==> src/rtl/burst_addr_pkg.sv <==
package burst_addr_pkg;
  typedef enum logic [2:0] {
    BK_SINGLE = 3'b000,
    BK_INCR   = 3'b001,
    BK_WRAP4  = 3'b010,
    BK_INCR4  = 3'b011,
    BK_WRAP8  = 3'b100,
    BK_INCR8  = 3'b101,
    BK_WRAP16 = 3'b110,
    BK_INCR16 = 3'b111
  } burst_kind_e;

  localparam int MAX_BEATS = 16;
  localparam int BEAT_W    = $clog2(MAX_BEATS);
  localparam int SIZE_W    = 2;
  localparam int BLOG_W    = 3;

  function automatic logic size_misaligned(input logic [2:0] size, input logic [1:0] low);
    case (size)
      3'b000:  return 1'b0;
      3'b001:  return low[0];
      3'b010:  return |low;
      default: return 1'b1;
    endcase
  endfunction
endpackage

==> src/rtl/burst_decode.sv <==
module burst_decode
  import burst_addr_pkg::*;
(
  input  logic [2:0]        kind,
  output logic              is_wrap,
  output logic              is_fixed,
  output logic [BEAT_W-1:0] last_idx,
  output logic [BLOG_W-1:0] beat_log2
);
  always_comb begin
    is_wrap   = 1'b0;
    is_fixed  = 1'b1;
    beat_log2 = '0;
    case (burst_kind_e'(kind))
      BK_SINGLE: beat_log2 = 3'd0;
      BK_INCR:   is_fixed  = 1'b0;
      BK_WRAP4:  begin is_wrap = 1'b1; beat_log2 = 3'd2; end
      BK_INCR4:  beat_log2 = 3'd2;
      BK_WRAP8:  begin is_wrap = 1'b1; beat_log2 = 3'd3; end
      BK_INCR8:  beat_log2 = 3'd3;
      BK_WRAP16: begin is_wrap = 1'b1; beat_log2 = 3'd4; end
      BK_INCR16: beat_log2 = 3'd4;
      default:   beat_log2 = 3'd0;
    endcase
    last_idx = BEAT_W'((32'd1 << beat_log2) - 32'd1);
  end
endmodule

==> src/rtl/addr_step.sv <==
module addr_step
  import burst_addr_pkg::*;
#(
  parameter int ADDR_W = 32
) (
  input  logic [ADDR_W-1:0] cur_addr,
  input  logic [SIZE_W-1:0] size_log2,
  input  logic              is_wrap,
  input  logic [BLOG_W-1:0] beat_log2,
  output logic [ADDR_W-1:0] next_addr
);
  logic [ADDR_W-1:0] incr;
  logic [ADDR_W-1:0] sum;
  logic [ADDR_W-1:0] wrap_mask;
  logic [3:0]        block_log2;

  always_comb begin
    incr       = ADDR_W'(1) << size_log2;
    sum        = cur_addr + incr;
    block_log2 = 4'(size_log2) + 4'(beat_log2);
    wrap_mask  = (ADDR_W'(1) << block_log2) - ADDR_W'(1);
    if (is_wrap) next_addr = (cur_addr & ~wrap_mask) | (sum & wrap_mask);
    else         next_addr = sum;
  end
endmodule

==> src/rtl/beat_track.sv <==
module beat_track
  import burst_addr_pkg::*;
(
  input  logic              clk,
  input  logic              rst_n,
  input  logic              clear,
  input  logic              adv,
  output logic [BEAT_W-1:0] beat_idx
);
  always_ff @(posedge clk or negedge rst_n) begin
    if (!rst_n)     beat_idx <= '0;
    else if (clear) beat_idx <= '0;
    else if (adv)   beat_idx <= beat_idx + 1'b1;
  end
endmodule

==> src/rtl/burst_addr_gen.sv <==
module burst_addr_gen
  import burst_addr_pkg::*;
#(
  parameter int ADDR_W   = 32,
  parameter int REGION_B = 10
) (
  input  logic              clk,
  input  logic              rst_n,
  input  logic              load,
  input  logic [ADDR_W-1:0] start_addr,
  input  logic [2:0]        burst_kind,
  input  logic [2:0]        xfer_size,
  input  logic              step,
  output logic [ADDR_W-1:0] beat_addr,
  output logic              active,
  output logic              last_beat,
  output logic              bdry_cross,
  output logic              align_err
);
  logic [ADDR_W-1:0] addr_q;
  logic [2:0]        kind_q;
  logic [SIZE_W-1:0] size_q;
  logic              active_q;
  logic              err_q;

  logic              is_wrap;
  logic              is_fixed;
  logic [BEAT_W-1:0] last_idx;
  logic [BLOG_W-1:0] beat_log2;
  logic [BEAT_W-1:0] beat_idx;
  logic [ADDR_W-1:0] next_addr;
  logic              step_ok;
  logic              load_bad;

  burst_decode u_dec (
    .kind      (kind_q),
    .is_wrap   (is_wrap),
    .is_fixed  (is_fixed),
    .last_idx  (last_idx),
    .beat_log2 (beat_log2)
  );

  addr_step #(.ADDR_W(ADDR_W)) u_step (
    .cur_addr  (addr_q),
    .size_log2 (size_q),
    .is_wrap   (is_wrap),
    .beat_log2 (beat_log2),
    .next_addr (next_addr)
  );

  beat_track u_beat (
    .clk      (clk),
    .rst_n    (rst_n),
    .clear    (load),
    .adv      (step_ok),
    .beat_idx (beat_idx)
  );

  assign load_bad  = size_misaligned(xfer_size, start_addr[1:0]);
  assign step_ok   = step && active_q && !load;
  assign last_beat = active_q && is_fixed && (beat_idx == last_idx);

  always_ff @(posedge clk or negedge rst_n) begin
    if (!rst_n) begin
      addr_q   <= '0;
      kind_q   <= '0;
      size_q   <= '0;
      active_q <= 1'b0;
      err_q    <= 1'b0;
    end else if (load) begin
      addr_q   <= start_addr;
      kind_q   <= burst_kind;
      size_q   <= xfer_size[SIZE_W-1:0];
      active_q <= !load_bad;
      err_q    <= load_bad;
    end else if (step_ok) begin
      if (last_beat) active_q <= 1'b0;
      else           addr_q   <= next_addr;
    end
  end

  assign beat_addr  = addr_q;
  assign active     = active_q;
  assign align_err  = err_q;
  assign bdry_cross = active_q && !is_wrap && !last_beat &&
                      (next_addr[ADDR_W-1:REGION_B] != addr_q[ADDR_W-1:REGION_B]);
endmodule

==> config.mk <==
export PLATFORM = sky130hd
export DESIGN_NAME = burst_addr_gen
export DESIGN_NICKNAME = d
export VERILOG_FILES = /design/src/rtl/burst_addr_pkg.sv /design/src/rtl/burst_decode.sv /design/src/rtl/addr_step.sv /design/src/rtl/beat_track.sv /design/src/rtl/burst_addr_gen.sv
export SDC_FILE = /design/constraint.sdc
export NUM_CORES = 1
export LEC_CHECK = 0
export BUFFER_PORTS_ARGS = -buffer_cell sky130_fd_sc_hd__buf_2
export CORE_UTILIZATION = 40
export DETAILED_ROUTE_END_ITERATION = 10
export HOLD_SLACK_MARGIN = 0.12
export PLACE_DENSITY = 0.69
export SLEW_MARGIN = 20
export SYNTH_ARGS = -nofsm -noshare
export SYNTH_HDL_FRONTEND = slang
export SYNTH_SLANG_ARGS = --single-unit
==> constraint.sdc <==
create_clock -name clk -period 4.16 [get_ports clk]
set_input_delay 0.416 -clock clk [delete_from_list [all_inputs] [get_ports clk]]
set_output_delay 0.416 -clock clk [all_outputs]
set_load 0.01 [all_outputs]
==> reports/metrics.cfg <==
[run_status]
status=complete, no violations

[global_routing]
grt_usage=0.232
grt_pass1_wl_um=16200
busiest_layer=met2
grt_overflow=0
met3_usage=0.0431
grt_pass1_vias=3257
gr-usage-met2=0.390
antenna_found_initial=0
use_met1=0.298
grt_max_degree=61

[hold_path]
min_path_type=in2async

[yosys]
synth_ff_type=dfrtp_1
yosys_register_bits=43
synth.top_cells.by_count=dfrtp_1, nand2_1, nor2_1
yosysSeqAreaShare=0.309
synthesis.area_sq_um=3490
syn_avg_cell_area_sq_um=8.65
synth.most_common_cell=dfrtp_1
async_reset_ff_frac=1.00
synth_edf_count=0
synth_top_area_frac=0.309
synth_cells=403
synth_area_leaders=dfrtp_1, nand2_1, ha_1
synth_nets=456
yosys_warnings=0
yosysTopAreaCell=dfrtp_1
synth_cell_types=73

[timing]
tns_ns=0
grt_setup_unrepaired=no
period_needed_ns=3.95
setup_viol=0
relSlewSlack=0.463
clock.fmax_ghz=0.253
worstMarginPinSlew_ns=0.806
finClkSkew_ns=0.00654
hold_violations=0
timing.final.crit_share=0.949
drv_slew=0

[cells_and_area]
drive_gt1_frac=0.272
seq_area_sq_um=1080
antenna_cells=0
area_growth_pct=17.9
multiInputGateArea_sq_um=2290
nNetsFinal=527
fin_util=0.493
fillers=843

[routing]
ant_nets=0
wire_per_inst_um=17.6
via_per_inst=5.99
drt_iter0_markers=202
vias=3473
drt_wl_total_um=10200
first_pass_iters=4
drcViolationCount=0

[power_and_ir_drop]
power.density_nw_per_um2=336
p_sw_frac=0.395
p_switching_uw=546
clkPwrFrac=0.225
internal_power_uw=836
p_seq_frac=0.372
pwr-share-comb=0.403
worst_ir_drop_vdd_uv=151
p_leak_uw=0.00170

[place]
port_buffers=77
gp_congestion=0.939
detailed_place_hpwl_um=7520

[floorplanning]
start_util=0.418
row_count=33
fp.dieW_um=95.4
pin_count=78
die_area_sq_um=9100
core_area_sq_um=8340
fp.dieH_um=95.4

[worst_setup_path]
crit_fanout=6
crit_type=reg2out
cpLargestDelayFamily=compound AO/OA/AOI/OAI gates
arrival_ns=3.53
endpoint_kind=output pin
worstPathCellList=nor2b_1 > ha_2 > fa_2 > and4b_1 > a21o_1 > nand2_1 > ha_4 > nor2_2 > a41o_1 > o2111ai_2 > o31ai_1 > o2111a_1 > buf_2
cp_slowest_stage_delay_ns=0.59
critPathLaunchType=flip-flop
crit_slowest_cell=fa_2
required_ns=3.74
worstRegToRegCells=13
critical_path_depth=13
path_buf_inv=1

[clock_tree]
cts_sinks=43
htreeDepth=2
clkTransAtPathRegs_ns=0.08
cts_tree=yes
cts_made_buffers=5
cts_max_path_buffers=2
ctsRootBufferMaster=clkbuf_8
clk_latency_ns=0.30

[run]
drv_cap=0

layout make-up:
type,instances,area share
multi-input combinational,326,0.558
sequential,43,0.262
timing repair buffer,87,0.113
tap,105,0.0320
clock buffer,7,0.0234
inverter,11,0.0100
clock inverter,1,0.00183
cell families after synthesis:
| family | Yosys count | synth area share |
|---|---|---|
| AOI/OAI and AO/OA | 120 | 0.269 |
| and+or+nand+nor | 166 | 0.254 |
| muxes | 10 | 0.0312 |
| xor gates and xnor gates | 19 | 0.0477 |
| buffers and inverters | 34 | 0.0452 |
| DFF | 43 | 0.309 |
| adders and majority gates | 11 | 0.0438 |
power by group through the flow:
stage | registers, uW | clock network [uW] | logic (uW)
CTS | 514 | 319 | 530
global route | 522 | 332 | 612
global placement | 521 | 0 | 517
detailed placement | 522 | 0 | 521
finish | 514 | 311 | 558
floorplan | 524 | 0 | 347
through the flow:
step           cells  power (uW)  hold WS (ns)  setup WS (ns)  cell area [sq um]
5_1_grt          580        1470         0.161         0.0232               4110
2_1_floorplan    403         871         0.120          0.579               3490
6_report         580        1380        0.0837          0.212               4110
4_1_cts          577        1360         0.307        0.00438               4060
3_3_place_gp     569        1040         0.473          0.389               3940
3_5_place_dp     569        1040         0.491          0.250               3940
per-layer routing:
layer | part of all wire | wire (um)
met1 | 0.44 | 4500
met2 | 0.49 | 4970
met3 | 0.052 | 535
met4 | 0.022 | 224
met5 | 0 | 0
cell usage in the layout (no fill, tap or decap), drive strengths merged, types with 3 or more instances in the layout:
cell type  count
buf           87
dfrtp         43
nand2         38
o21ai         29
nor2          28
nand3         15
a31oi         14
xnor2         12
a21oi         12
nor3          11
inv           11
nand4         11
nor2b         11
or3           10
o211ai         9
ha             9
and3           8
mux2           7
xor2           7
clkbuf         7
a211oi         7
or4            6
and2           6
nand2b         6
o31ai          5
o21a           5
nor4           5
o2111ai        5
a22oi          4
a21o           4
and4           4
mux2i          3
a2111oi        3
final timing paths:
check	startpoint	slack, ns	to
worst max-delay path	kind_q[2]	0.21	bdry_cross
worst min register to register	align_err	0.51	align_err
worst min-delay path	rst_n	0.08	kind_q[1]
max in group asynchronous	rst_n	3.64	kind_q[2]
min in group clk	start_addr[20]	0.32	beat_addr[20]
worst max register to register	kind_q[2]	0.71	flip-flop
timing repair:
action	in CTS	in global routing
hold buffers	0	0
setup endpoints to repair	1	1
pin swaps	0	1
buffers inserted	0	3
gates resized for setup	3	6
No activity file was read; power rests on OpenSTA's default activity.
